<file path="src/rtl/mod_env_pkg.sv">
package mod_env_pkg;
  localparam logic [1:0] A_CTRL  = 2'd0;
  localparam logic [1:0] A_RSVD  = 2'd1;
  localparam logic [1:0] A_MARK  = 2'd2;
  localparam logic [1:0] A_SPACE = 2'd3;

  // packed MSB first: div2 is bit 6, en is bit 0
  typedef struct packed {
    logic div2;
    logic eimsk;
    logic exspc;
    logic base;
    logic mode;
    logic ie;
    logic en;
  } ctrl_t;
endpackage

</file>
<file path="src/rtl/mod_env_regs.sv">
module mod_env_regs
  import mod_env_pkg::*;
#(
  parameter int unsigned DATA_W = 8
) (
  input  logic              clk_i,
  input  logic              rst_ni,
  input  logic              rd_i,
  input  logic              wr_i,
  input  logic [1:0]        addr_i,
  input  logic [DATA_W-1:0] wdata_i,
  input  logic              eoc_set_i,
  output ctrl_t             ctrl_o,
  output logic [DATA_W-1:0] mark_o,
  output logic [DATA_W-1:0] space_o,
  output logic              flag_o,
  output logic [DATA_W-1:0] rdata_o
);
  ctrl_t             ctrl_q;
  logic [DATA_W-1:0] mark_q, space_q;
  logic              flag_q, armed_q;
  logic              acc, stat_rd, data_acc, clr;
  logic              unused_wbit;

  assign acc      = rd_i | wr_i;
  assign stat_rd  = rd_i & ~wr_i & (addr_i == A_CTRL);
  assign data_acc = acc & addr_i[1];
  assign clr      = data_acc & armed_q;
  assign unused_wbit = ^wdata_i[DATA_W-1:7];

  always_ff @(posedge clk_i or negedge rst_ni) begin
    if (!rst_ni) begin
      ctrl_q  <= '0;
      mark_q  <= '0;
      space_q <= '0;
    end else if (wr_i) begin
      unique case (addr_i)
        A_CTRL:  ctrl_q  <= ctrl_t'(wdata_i[6:0]);
        A_MARK:  mark_q  <= wdata_i;
        A_SPACE: space_q <= wdata_i;
        default: ;
      endcase
    end
  end

  // status read arms; the very next access decides
  always_ff @(posedge clk_i or negedge rst_ni) begin
    if (!rst_ni) armed_q <= 1'b0;
    else if (acc) armed_q <= stat_rd & flag_q;
  end

  always_ff @(posedge clk_i or negedge rst_ni) begin
    if (!rst_ni)        flag_q <= 1'b0;
    else if (eoc_set_i) flag_q <= 1'b1;
    else if (clr)       flag_q <= 1'b0;
  end

  always_comb begin
    unique case (addr_i)
      A_CTRL:  rdata_o = DATA_W'({flag_q, ctrl_q});
      A_MARK:  rdata_o = mark_q;
      A_SPACE: rdata_o = space_q;
      default: rdata_o = '0;
    endcase
  end

  assign ctrl_o  = ctrl_q;
  assign mark_o  = mark_q;
  assign space_o = space_q;
  assign flag_o  = flag_q;
endmodule

</file>
<file path="src/rtl/mod_env_presc.sv">
module mod_env_presc (
  input  logic clk_i,
  input  logic rst_ni,
  input  logic en_i,
  input  logic div2_i,
  output logic tick_o
);
  logic tog_q;

  always_ff @(posedge clk_i or negedge rst_ni) begin
    if (!rst_ni)               tog_q <= 1'b0;
    else if (!en_i || !div2_i) tog_q <= 1'b0;
    else                       tog_q <= ~tog_q;
  end

  assign tick_o = en_i & (~div2_i | tog_q);
endmodule

</file>
<file path="src/rtl/mod_env_cnt.sv">
module mod_env_cnt #(
  parameter int unsigned DATA_W = 8
) (
  input  logic              clk_i,
  input  logic              rst_ni,
  input  logic              en_i,
  input  logic              tick_i,
  input  logic [DATA_W-1:0] mark_i,
  input  logic [DATA_W-1:0] space_i,
  output logic [DATA_W-1:0] cnt_o,
  output logic [DATA_W-1:0] sp_o,
  output logic              eoc_o,
  output logic              env_o
);
  logic [DATA_W-1:0] cnt_q, sp_q;
  logic              hit;

  assign hit = (cnt_q == sp_q);

  always_ff @(posedge clk_i or negedge rst_ni) begin
    if (!rst_ni) begin
      cnt_q <= '0;
      sp_q  <= '0;
    end else if (!en_i || (tick_i && hit)) begin
      cnt_q <= mark_i;
      sp_q  <= space_i;
    end else if (tick_i) begin
      cnt_q <= cnt_q - 1'b1;
    end
  end

  assign eoc_o = en_i & tick_i & hit;
  assign env_o = cnt_q > sp_q;
  assign cnt_o = cnt_q;
  assign sp_o  = sp_q;
endmodule

</file>
<file path="src/rtl/mod_env_gen.sv">
module mod_env_gen
  import mod_env_pkg::*;
#(
  parameter int unsigned DATA_W = 8
) (
  input  logic              clk_i,
  input  logic              rst_ni,
  input  logic              rd_i,
  input  logic              wr_i,
  input  logic [1:0]        addr_i,
  input  logic [DATA_W-1:0] wdata_i,
  output logic [DATA_W-1:0] rdata_o,
  input  logic              carrier_i,
  output logic              mod_o,
  output logic              irq_o,
  output logic              ext_mask_o
);
  ctrl_t             ctrl;
  logic [DATA_W-1:0] mark_buf, space_buf, cnt, sp;
  logic              flag, tick, eoc_pulse, env, shaped;

  mod_env_regs #(.DATA_W(DATA_W)) i_regs (
    .clk_i, .rst_ni, .rd_i, .wr_i, .addr_i, .wdata_i,
    .eoc_set_i(eoc_pulse),
    .ctrl_o(ctrl), .mark_o(mark_buf), .space_o(space_buf),
    .flag_o(flag), .rdata_o
  );

  mod_env_presc i_presc (
    .clk_i, .rst_ni, .en_i(ctrl.en), .div2_i(ctrl.div2), .tick_o(tick)
  );

  mod_env_cnt #(.DATA_W(DATA_W)) i_cnt (
    .clk_i, .rst_ni, .en_i(ctrl.en), .tick_i(tick),
    .mark_i(mark_buf), .space_i(space_buf),
    .cnt_o(cnt), .sp_o(sp), .eoc_o(eoc_pulse), .env_o(env)
  );

  always_comb begin
    shaped = ctrl.mode ? ~env : env;
    if (!ctrl.base) shaped = shaped & carrier_i;
    mod_o = ctrl.en & ~ctrl.exspc & shaped;
  end

  assign irq_o      = flag & ctrl.ie;
  assign ext_mask_o = ctrl.eimsk;
endmodule

</file>
<file path="config.mk">
export PLATFORM = sky130hd
export DESIGN_NAME = mod_env_gen
export DESIGN_NICKNAME = d
export VERILOG_FILES = /design/src/rtl/mod_env_pkg.sv /design/src/rtl/mod_env_regs.sv /design/src/rtl/mod_env_presc.sv /design/src/rtl/mod_env_cnt.sv /design/src/rtl/mod_env_gen.sv
export SDC_FILE = /design/constraint.sdc
export NUM_CORES = 1
export LEC_CHECK = 0
export ABC_CLOCK_PERIOD_IN_PS = 2820
export BUFFER_PORTS_ARGS = -buffer_cell sky130_fd_sc_hd__buf_2
export CAP_MARGIN = 40
export CORE_UTILIZATION = 57
export CTS_CLUSTER_DIAMETER = 60
export CTS_CLUSTER_SIZE = 10
export DETAILED_ROUTE_END_ITERATION = 10
export GPL_TIMING_DRIVEN = 0
export PLACE_DENSITY = 0.86
export SLEW_MARGIN = 20
export SYNTH_ARGS = -nofsm -noshare
export SYNTH_HDL_FRONTEND = slang
export SYNTH_SLANG_ARGS = --single-unit
export TNS_END_PERCENT = 1
</file>
<file path="constraint.sdc">
create_clock -name clk_i -period 2.82 [get_ports clk_i]
set_input_delay 0.423 -clock clk_i [delete_from_list [all_inputs] [get_ports clk_i]]
set_output_delay 0.423 -clock clk_i [all_outputs]
set_load 0.005 [all_outputs]
</file>
==> After elaboration in Yosys (flattened, before gate mapping) <==
Cells that the tools add are included.
{ "op_classes": {"add_sub_neg": 1, "n_lt_le_gt_ge": 1, "eq_ne": 3, "mux": 8, "bitwise_logic": 19, "reduce_logical": 11} }
{ "ops": {"columns": ["operator", "count"], "rows": [
  ["8-bit one-hot mux with 3 select lines", 1],
  ["8-bit two-way mux", 2],
  ["1-bit AND", 12],
  ["8-bit == test", 1],
  ["8-bit greater-than comparator", 1],
  ["8-bit by 1-bit subtractor with 8-bit output, second input constant", 1],
  ["2-bit AND reduction", 3],
  ["1-bit two-way mux", 5],
  ["1-bit inverter", 5],
  ["2-bit == test, second input constant", 2],
  ["2-bit nonzero test", 2],
  ["1-bit zero test", 2],
  ["2-bit zero test", 1],
  ["1-bit logical OR", 2],
  ["1-bit bitwise OR", 2],
  ["1-bit logical AND", 1]
]} }
{ "word_totals": {"reg_bits": 42, "output_inout_bits": 11, "elab_cells": 57} }

==> Logic depth before layout (Yosys ltp) <==
Gate-level depths: netlist of run 1.
{ "logic_depth": {"word_depth": 6, "ltp_mapped": 8} }

==> Modules after synthesis <==
From an unflattened synthesis of run 1, not the netlist that was laid out.
{ "unflattened": {"cells_unflattened": 196, "area_unflattened_um2": 2214.6} }
{ "by_module_without_submodules": {"columns": ["module", "instances", "cells_each", "area_per_inst_um2", "seq_area_each_um2"], "rows": [
  ["mod_env_regs", 1, 75, 1144.8, 625.6],
  ["mod_env_cnt", 1, 113, 993.5, 400.4],
  ["mod_env_presc", 1, 4, 42.5, 25.0],
  ["mod_env_gen", 1, 4, 33.8, 0.0]
]} }

==> Least setup slack after synthesis of run 1 <==
OpenSTA, ideal clock, no wires.
{ "synth_path": {"path_type": "reg2out", "from": "register i_cnt.cnt_q[3] (netlist: i_cnt.cnt_o[3])", "to": "output port mod_o", "arrival_time_ns": 1.840, "required_time_ns": 2.397, "slack_ns": 0.557, "path_stages_with_launch": 7, "path_buffers": 0, "path_cell_list": "dfrtp_1 -> ha_1 -> nand4_1 -> or2_2 -> and2_1 -> or3_1 -> a21oi_1"} }
{ "synth_via": {"elab_chain_len": 6} }
{ "synth_rtl": {"columns": ["element", "line_no", "source"], "rows": [
  ["start: declaration", "mod_env_cnt.sv:15", "logic [DATA_W-1:0] cnt_q, sp_q;"],
  ["start signal: assignment", "mod_env_cnt.sv:25", "cnt_q <= mark_i;"],
  ["start signal: assignment", "mod_env_cnt.sv:28", "cnt_q <= cnt_q - 1'b1;"],
  ["8-bit greater-than comparator (*)", "mod_env_cnt.sv:33", "assign env_o = cnt_q > sp_q;"],
  ["1-bit inverter", "mod_env_gen.sv:40", "shaped = ctrl.mode ? ~env : env;"],
  ["1-bit two-way mux (*)", "mod_env_gen.sv:40", null],
  ["1-bit AND", "mod_env_gen.sv:41", "if (!ctrl.base) shaped = shaped & carrier_i;"],
  ["1-bit two-way mux (*)", "mod_env_gen.sv:41", null],
  ["1-bit AND (*)", "mod_env_gen.sv:42", "mod_o = ctrl.en & ~ctrl.exspc & shaped;"],
  ["end: declaration", "mod_env_gen.sv:14", "output logic mod_o,"]
]} }
Mark *: on every way between the ends. The rest lies on a longest branch, timed or not.

==> Worst setup path after layout of run 1 <==
Same ends and word-level chain as after synthesis.

==> results.cfg, run 1 <==
[timing]
min_period_ns = 2.73
fin_tns_setup_ns = 0
clock_skew_ns = 0.00359
max_freq_ghz = 0.366
fin_crit_sh_pct = 96.9
setup_viol = 0
slew_headroom_pct = 52.9
rsz0062_at_grt = false
worst_pin_slew_ns = 0.705
slew_violations = 0
hold_viol_final = 0

[die]
design.core.area_um2 = 3660
die_area_um2 = 4090
fp.dieH_um = 64.0
start_util_pct = 59.8
std_cell_rows = 22
pin_count = 26
die_x_um = 64.0

[power]
leakage_uw = 0.00115
powerDensity_nw_per_um2 = 853
ir_worst_vdd_mv = 0.539

[route]
drc = 1
dr.first_iter.drc_count = 70
ant_nets = 0
wl_mm = 4.97
vias = 1746
wl_per_cell_um = 17.3
dr.pass1.iters = 7
viasPerCell = 6.06

[synthesis]
syn_avg_cell_area_um2 = 10.8
synth_nets = 227
yosys-top-cells-area = dfrtp_1 48%, mux2_2 15%, ha_1 5.1%
ys_ff_latch = 42
synth_top_area_share_pct = 48.0
yosysTopAreaCell = dfrtp_1
ys_warn_count = 0
yosysSeqAreaShare_pct = 48.0
syn_inst = 203
netlist_area_um2 = 2190
synth.distinct_cells = 33

[finish]
area_growth_pct = 15.4
drive_gt1_share_pct = 31.3
final_cells = 288
final_nets = 263
post-route-util_pct = 69.0
antenna_cells = 0

[clock_tree]
clockRootBuffer = clkbuf_8
cts-buffers-inserted = 5
numClockSinks = 42
clk_pin_slew_ns = 0.08
cts_resized = 0
clkLatencyLatePin_ns = 0.30
cts_tree = yes
clk_path_buf_depth = 2
htree_levels = 2

[placed_design]
io_buffer_count = 25
gp_congestion = 0.788
dp_cells = 277
place_hpwl_mm = 3.46

[worst_setup_path]
critical_path.cell_chain = ha_1 > nand4_1 > or2_2 > and2_1 > or3_1 > a21oi_1 > buf_2
end_kind = output pin
crit_buf_inv = 1
startpoint_type = register
crit_path_max_incr_delay_ns = 0.44
critPathMaxFanout = 5
critPathRequiredTime_ns = 2.40
path_delay_family = simple AND/OR/NAND/NOR gates
cp_slowest_cell = dfrtp_1
worstPathArrival_ns = 2.31
path_class = register to output pin

[outcome]
status = finished, violations left
violations = design-rule violations

[min_path]
hold_path_class = input port to asynchronous set/reset pin

[job]
drv_cap = 0

[grt]
overflow = 0
grt_pass1_vias = 1753
antenna_found_initial = 0
grt_max_degree = 32
grt_pass1_wl_mm = 8.37
grt_use_total_pct = 27.3
## synth_stat cells
library cell	n
dfrtp_1	42
mux2_2	29
o21ai_0	20
nand2_1	18
inv_1	14
a21oi_1	12
a22o_1	9
ha_1	9
nand3_1	8
nor2_1	5
and2_1	3
clkbuf_1	3
nand4_1	3
o211ai_1	3
a22oi_1	2
a31oi_1	2
clkbuf_8	2
nand2b_1	2
nor3_1	2
or4_4	2
and2b_2	1
buf_2	1
clkbuf_4	1
clkinv_1	1
nand3b_1	1
nor2b_1	1
nor3b_1	1
nor4_2	1
o311ai_0	1
o31a_1	1
o31ai_4	1
or2_2	1
or3_1	1
## sequential cells by signal, summed over array words and instances, names as in the netlist
| signal | cells |
|---|---|
| i_regs.armed_q | 1 |
| i_cnt.sp_o | 8 |
| i_cnt.cnt_o | 8 |
| i_regs.mark_o | 8 |
| i_regs.space_o | 8 |
| i_presc.tog_q | 1 |
| i_regs.ctrl_o | 7 |
| i_regs.flag_o | 1 |
## placed cells by master, fill, tap and decap left out, types with 3 or more instances in the layout
master	Yosys	routed
clkbuf_8	2	7
clkbuf_1	3	4
mux2_2	29	29
dfrtp_1	42	42
o21ai_0	20	20
nand2_1	18	18
nand4_1	3	3
and2_1	3	3
buf_4	0	3
o211ai_1	3	3
nor2_1	5	5
a21oi_1	12	12
buf_2	1	26
nand3_1	8	8
inv_1	14	14
a22o_1	9	9
ha_1	9	9
## kinds of logic after synthesis
family / count (synthesis) / synth area share, %
compound gates: 51 / 15.0
fa+ha+maj: 9 / 5.14
mux: 29 / 14.9
simple gates: 50 / 12.1
buf+inv: 22 / 4.91
flops: 42 / 48.0
## through the flow
stage / setup slack [ns] / cell area (um2) / hold slack [ns] / power, uW
3_3_place_gp: 0.317 / 2370 / 0.459 / 1590
5_1_grt: 0.00374 / 2530 / 0.0188 / 2280
4_1_cts: 0.0909 / 2520 / 0.00573 / 2140
2_1_floorplan: 0.557 / 2190 / 0.127 / 1410
3_5_place_dp: 0.293 / 2390 / 0.326 / 1640
6_report: 0.0884 / 2530 / 0.00726 / 2160
## metal layers
metal	global-route usage, %	up-vias	part of all wire, %
met4	10.5	0	2.1
met3	6.25	12	5.7
met5	0	-	0
met2	47.2	74	52
met1	32.9	855	40
li1	-	805	-
## final timing paths
check | startpoint | depth (start not counted) | slack (ns) | endpoint
max reg2reg | i_cnt.cnt_o[3]$_DFFE_PN0P_ | 6 | 0.66 | i_cnt.sp_o[4]$_DFFE_PN0P_
min | rst_ni | 1 | 0.007 | i_regs.mark_o[3]$_DFFE_PN0P_
max in group asynchronous | rst_ni | 2 | 2.35 | i_cnt.sp_o[7]$_DFFE_PN0P_
min in group clk_i | wr_i | 2 | 0.33 | i_regs.armed_q$_DFFE_PN0N_
min reg2reg | i_regs.space_o[0]$_DFFE_PN0P_ | 2 | 0.51 | i_cnt.sp_o[0]$_DFFE_PN0P_
max | i_cnt.cnt_o[3]$_DFFE_PN0P_ | 7 | 0.09 | mod_o
## power by group
part / internal (uW) / switching [uW] / leakage (uW)
Sequential: 769 / 154 / 0.000505
Clock: 264 / 208 / 0.0000514
Combinational: 363 / 399 / 0.000593
## cell type report
| cell class | count | area, um2 |
|---|---|---|
| Multi-Input combinational cell | 139 | 1030 |
| Buffer | 7 | 51.3 |
| Clock inverter | 2 | 37.5 |
| Tap cell | 48 | 60.1 |
| Inverter | 15 | 56.3 |
| Timing Repair Buffer | 29 | 168 |
| Clock buffer | 6 | 72.6 |
| Sequential cell | 42 | 1050 |
| Fill cell | 267 | 1130 |
## timing repair
item	CTS	global route
setup endpoints to repair	1	1
hold buffers	0	0
endpoints found under the hold margin	0	0
buffers inserted	2	1
pin swaps	2	0
Power figures use the tool's default switching activity.
==> run 2: changes to the inputs <==
--- a/config.mk
+++ b/config.mk
@@ -6,10 +6,9 @@
 export NUM_CORES = 1
 export LEC_CHECK = 0
 export ABC_CLOCK_PERIOD_IN_PS = 2820
-export BUFFER_PORTS_ARGS = -buffer_cell sky130_fd_sc_hd__buf_2
+export BUFFER_PORTS_ARGS = -buffer_cell sky130_fd_sc_hd__buf_4
 export CAP_MARGIN = 40
 export CORE_UTILIZATION = 57
-export CTS_CLUSTER_DIAMETER = 60
 export CTS_CLUSTER_SIZE = 10
 export DETAILED_ROUTE_END_ITERATION = 10
 export GPL_TIMING_DRIVEN = 0
==> run 2 against run 1 <==
Cell count down 0.69%. Largest cell class unchanged. The run now ends clean. Total power increased by 0.67%. Register-to-register slack improved by 0.08 ns.
==> results.cfg, run 2 (same netlist as run 1, synthesis figures left out) <==
[grt]
grt_max_degree = 43
grt_pass1_wl_mm = 8.40
overflow = 0
grt_use_total_pct = 27.4
grt_pass1_vias = 1749
antenna_found_initial = 0

[power]
ir_worst_vdd_mv = 0.617
p_total_uw = 2170
leakage_uw = 0.00115
pwr-share-clk_pct = 21.8
powerDensity_nw_per_um2 = 845
combPwrFrac_pct = 35.4
p_sw_uw = 764
power.share.switching_pct = 35.2
p_seq_share_pct = 42.8
intPower_uw = 1410

[timing]
slew_violations = 0
rsz0062_at_grt = false
fin_tns_setup_ns = 0
setup_ws_ns = 0.0729
fin_hold_ws_ns = 0.0907
fin_crit_sh_pct = 97.4
min_period_ns = 2.75
clock_skew_ns = 0.00607
slew_headroom_pct = 50.7
max_freq_ghz = 0.364
hold_viol_final = 0
worst_pin_slew_ns = 0.737
setup_viol = 0

[clock_tree]
clk_path_buf_depth = 2
clk_pin_slew_ns = 0.08
cts_tree = yes
numClockSinks = 42
htree_levels = 2
cts-buffers-inserted = 5
clockRootBuffer = clkbuf_8
clkLatencyLatePin_ns = 0.30

[die]
std_cell_rows = 22
design.core.area_um2 = 3660
start_util_pct = 59.8
fp.dieH_um = 64.0
pin_count = 26
die_area_um2 = 4090
die_x_um = 64.0

[worst_setup_path]
path_class = register to output pin
critPathMaxFanout = 5
crit_path_max_incr_delay_ns = 0.44
critical_path.cell_chain = ha_1 > nand4_1 > or2_2 > and2_1 > or3_1 > a21oi_2 > buf_4
worstPathArrival_ns = 2.32
critPathRequiredTime_ns = 2.40
end_kind = output pin
cp_slowest_cell = dfrtp_2
startpoint_type = register

[outcome]
status = finished, final reports clean

[finish]
ff_latch_area_um2 = 1050
final_nets = 261
antenna_cells = 0
area_growth_pct = 17.3
final_cell_mix = 41 x dfrtp_1, 29 x mux2_2, 27 x buf_4
final_common_cell = dfrtp_1
fill_cells = 247
design_area_um2 = 2570
drive_gt1_share_pct = 31.5
multi_input_comb_area_um2 = 1030

[route]
viasPerCell = 5.92
wl_mm = 4.86
drc = 0
ant_nets = 0
wl_per_cell_um = 17.0
vias = 1694
dr.first_iter.drc_count = 127
dr.pass1.iters = 4

[job]
drv_cap = 0

[min_path]
hold_path_class = input port to asynchronous set/reset pin

[placed_design]
io_buffer_count = 25
gp_congestion = 0.795
placed_cell_area_um2 = 2440
place_hpwl_mm = 3.41
pre_cts_slack_ns = 0.257
## run 2: cell count changes in the layout (fill, tap and decap cells not counted)
cell | previous run | this run
dfrtp_2 | 0 | 1
buf_2 | 26 | 1
a21oi_2 | 0 | 1
buf_12 | 1 | 0
buf_4 | 3 | 27
a21oi_1 | 12 | 11
dfrtp_1 | 42 | 41
## run 2: area by class of cell
type	instances	share of cell area [%]
sequential	42	41.0
inverter	15	2.19
multi-input combinational	139	40.3
clock inverter	2	1.46
tap	48	2.34
buffer	7	2.00
clock buffer	6	2.83
timing repair buffer	27	7.89
## run 2: worst paths after layout
path / from / end / slack, ns / cells after the start
hold reg to reg: i_cnt.sp_o[0]$_DFFE_PN0P_ / i_cnt.sp_o[0]$_DFFE_PN0P_ / 0.49 / 2
setup reg to reg: i_cnt.cnt_o[3]$_DFFE_PN0P_ / i_cnt.sp_o[5]$_DFFE_PN0P_ / 0.74 / 6
max in group asynchronous: rst_ni / i_cnt.cnt_o[3]$_DFFE_PN0P_ / 2.35 / 1
setup / recovery: i_cnt.cnt_o[3]$_DFFE_PN0P_ / mod_o / 0.07 / 7
hold / removal: rst_ni / i_regs.mark_o[3]$_DFFE_PN0P_ / 0.09 / 1
min in group clk_i: wr_i / i_regs.armed_q$_DFFE_PN0N_ / 0.30 / 2
## run 2: worst max-delay path: cells and delay by family (launching register included)
| kind | cells | cell delay [ns] |
|---|---|---|
| AND/OR/NAND/NOR | 4 | 1.00 |
| flip-flops | 1 | 0.44 |
| adder cells (fa/ha/maj) | 1 | 0.33 |
| AO/OA/AOI/OAI | 1 | 0.15 |
| buffers and inverters | 1 | 0.12 |
## run 2: per-layer routing
layer | share of wire (%) | global-route usage [%]
met1 | 43 | 34.8
met2 | 51 | 46.0
met3 | 4.6 | 5.36
met4 | 1.5 | 10.8
met5 | 0 | 0
## run 2: repair_timing
item                                    in CTS  in global routing
hold buffers                                 0                  0
pin swaps                                    2                  0
endpoints found under the setup margin       1                  1
resized for setup                            0                  2
endpoints found under the hold margin        0                  0
buffers inserted                             2                  0
## run 2: power groups by stage
| stage | registers (uW) | clock network, uW | logic, uW |
|---|---|---|---|
| final | 928 | 474 | 769 |
| after global routing | 950 | 498 | 865 |
| after CTS | 922 | 478 | 760 |
| after detailed placement | 934 | 0 | 723 |
| after global placement | 924 | 0 | 689 |
| after floorplan | 879 | 0 | 530 |
## run 2: metrics by stage
stage,util [%],std cells
after CTS,70.0,286
after floorplan,-,203
final,70.1,286
after global placement,66.6,276
after detailed placement,66.6,276
after global routing,70.1,286
==> run 3: changes to the inputs <==
--- a/config.mk
+++ b/config.mk
@@ -5,14 +5,14 @@
 export SDC_FILE = /design/constraint.sdc
 export NUM_CORES = 1
 export LEC_CHECK = 0
-export ABC_CLOCK_PERIOD_IN_PS = 2820
+export ABC_CLOCK_PERIOD_IN_PS = 2280
 export BUFFER_PORTS_ARGS = -buffer_cell sky130_fd_sc_hd__buf_4
 export CAP_MARGIN = 40
-export CORE_UTILIZATION = 57
+export CORE_UTILIZATION = 52
 export CTS_CLUSTER_SIZE = 10
 export DETAILED_ROUTE_END_ITERATION = 10
 export GPL_TIMING_DRIVEN = 0
-export PLACE_DENSITY = 0.86
+export PLACE_DENSITY = 0.83
 export SLEW_MARGIN = 20
 export SYNTH_ARGS = -nofsm -noshare
 export SYNTH_HDL_FRONTEND = slang
==> constraint.sdc (replaced) <==
create_clock -name clk_i -period 2.28 [get_ports clk_i]
set_input_delay 0.342 -clock clk_i [delete_from_list [all_inputs] [get_ports clk_i]]
set_output_delay 0.342 -clock clk_i [all_outputs]
set_load 0.005 [all_outputs]
==> run 3 against run 2 <==
The run now ends with negative setup slack left. Sequential power rose by 21%. Register-to-register slack got worse by 0.61 ns. Setup slack got worse by 0.32 ns. Worst hold slack got worse by 0.070 ns. Sequential cell count did not move. Routed wire length rose by 9.0%. Global-route usage fell by 2.1 points. Via count rose by 5.8%. Clock power rose by 2%. Critical path type unchanged. Largest power group is now combinational cells.
==> results.cfg, run 3 (same netlist as run 1, synthesis figures left out) <==
[outcome]
status = finished, violations left
violations = negative setup slack

[placed_design]
pre_cts_slack_ns = -0.147
gp_congestion = 0.798
io_buffer_count = 25
place_hpwl_mm = 3.43

[power]
intPower_uw = 1850
p_sw_uw = 1030
combPwrFrac_pct = 44.2
pwr-share-clk_pct = 16.8
ir_worst_vdd_mv = 0.599
leakage_uw = 0.00121
power.share.switching_pct = 35.9
p_total_uw = 2880
powerDensity_nw_per_um2 = 1060
p_seq_share_pct = 39.0

[route]
viasPerCell = 6.02
drc = 0
dr.first_iter.drc_count = 132
wl_per_cell_um = 17.8
ant_nets = 0
vias = 1793
wl_mm = 5.29
dr.pass1.iters = 5

[worst_setup_path]
crit_path_max_incr_delay_ns = 0.42
critical_path.cell_chain = ha_4 > nand4_1 > or2_4 > and2_4 > or3_4 > a21oi_2 > buf_4
path_class = register to output pin
end_kind = output pin
worstPathArrival_ns = 2.18
startpoint_type = register
critPathRequiredTime_ns = 1.94
critPathMaxFanout = 3
cp_slowest_cell = dfrtp_1

[timing]
hold_viol_final = 0
rsz0062_at_grt = true
fin_crit_sh_pct = 111
fin_hold_ws_ns = 0.0205
min_period_ns = 2.52
setup_ws_ns = -0.243
max_freq_ghz = 0.396
setup_viol = 1
clock_skew_ns = 0.0108
worst_pin_slew_ns = 0.635
slew_headroom_pct = 57.5
slew_violations = 0

[clock_tree]
clkLatencyLatePin_ns = 0.29
cts_tree = yes
cts_hold_buf = 0
clk_path_buf_depth = 2
clk_pin_slew_ns = 0.08
htree_levels = 2
cts-buffers-inserted = 5
clockRootBuffer = clkbuf_8
numClockSinks = 42

[die]
design.core.area_um2 = 4030
die_x_um = 66.9
die_area_um2 = 4470
fp.dieH_um = 66.9
pin_count = 26
start_util_pct = 54.3
std_cell_rows = 23

[grt]
overflow = 0
grt_pass1_wl_mm = 8.29
grt_max_degree = 43
grt_use_total_pct = 25.3
antenna_found_initial = 0
grt_pass1_vias = 1730

[finish]
ff_latch_area_um2 = 1050
area_growth_pct = 24.2
final_nets = 273
drive_gt1_share_pct = 39.1
final_cell_mix = 41 x dfrtp_1, 39 x buf_4, 29 x mux2_2
fill_cells = 315
antenna_cells = 0
multi_input_comb_area_um2 = 1120
final_common_cell = dfrtp_1

[job]
drv_cap = 0

[min_path]
hold_path_class = input port to asynchronous set/reset pin
[run 3: path summary, 6_finish.rpt]
kind / start / to / slack (ns) / depth (start not counted)
setup reg to reg: i_cnt.cnt_o[6]$_DFFE_PN0P_ / i_cnt.cnt_o[2]$_DFFE_PN0P_ / 0.13 / 8
min in group clk_i: wr_i / i_regs.armed_q$_DFFE_PN0N_ / 0.22 / 2
hold / removal: rst_ni / i_presc.tog_q$_DFF_PN0_ / 0.02 / 1
hold reg to reg: i_regs.space_o[6]$_DFFE_PN0P_ / i_cnt.sp_o[6]$_DFFE_PN0P_ / 0.51 / 2
setup / recovery: i_cnt.cnt_o[3]$_DFFE_PN0P_ / mod_o / -0.24 / 7
max in group asynchronous: rst_ni / i_cnt.cnt_o[4]$_DFFE_PN0P_ / 1.88 / 1
[run 3: cell type report]
class                      instances  share of cell area, %
sequential                        42                   38.7
tap                               50                   2.30
clock buffer                       6                   3.04
multi-input combinational        139                   41.2
inverter                          15                   2.07
timing repair buffer              39                   10.8
buffer                             7                   1.93
[run 3: stage by stage]
step	instances	cell area (um2)	util, %	setup TNS [ns]
after floorplan	203	2190	-	0
after global placement	278	2440	60.6	-0.152
after detailed placement	278	2440	60.6	-0.147
after CTS	295	2650	65.8	-0.201
after global routing	298	2720	67.5	-0.296
final	298	2720	67.5	-0.243
[run 3: power groups by stage]
stage          registers (uW)  clock network [uW]  logic, uW
2_1_floorplan            1090                   0        655
3_3_place_gp             1140                   0        855
3_5_place_dp             1150                   0        892
4_1_cts                  1110                 484       1150
5_1_grt                  1150                 507       1420
6_report                 1120                 485       1280
[run 3: repair_timing]
item | 4_1_cts | 5_1_grt
pin swaps | 3 | 6
buffers inserted | 11 | 3
resized for setup | 9 | 7
endpoints found under the setup margin | 1 | 6
[run 3: layer usage]
layer  wire length [um]  track usage [%]  vias to the layer above  share of wire, %
met1               2190             34.1                      889                41
met3                268             3.42                        9               5.1
met4                 85             9.31                        0               1.6
li1                   -                -                      822                 -
met5                  0                0                        -                 0
met2               2740             41.2                       73                52
[run 3: critical path, delay by kind of cell (launching register included)]
family	cells	cell delay, ns
AO/OA/AOI/OAI	1	0.14
adder cells (fa/ha/maj)	1	0.29
buffers and inverters	1	0.12
flip-flops	1	0.42
AND/OR/NAND/NOR	4	0.92
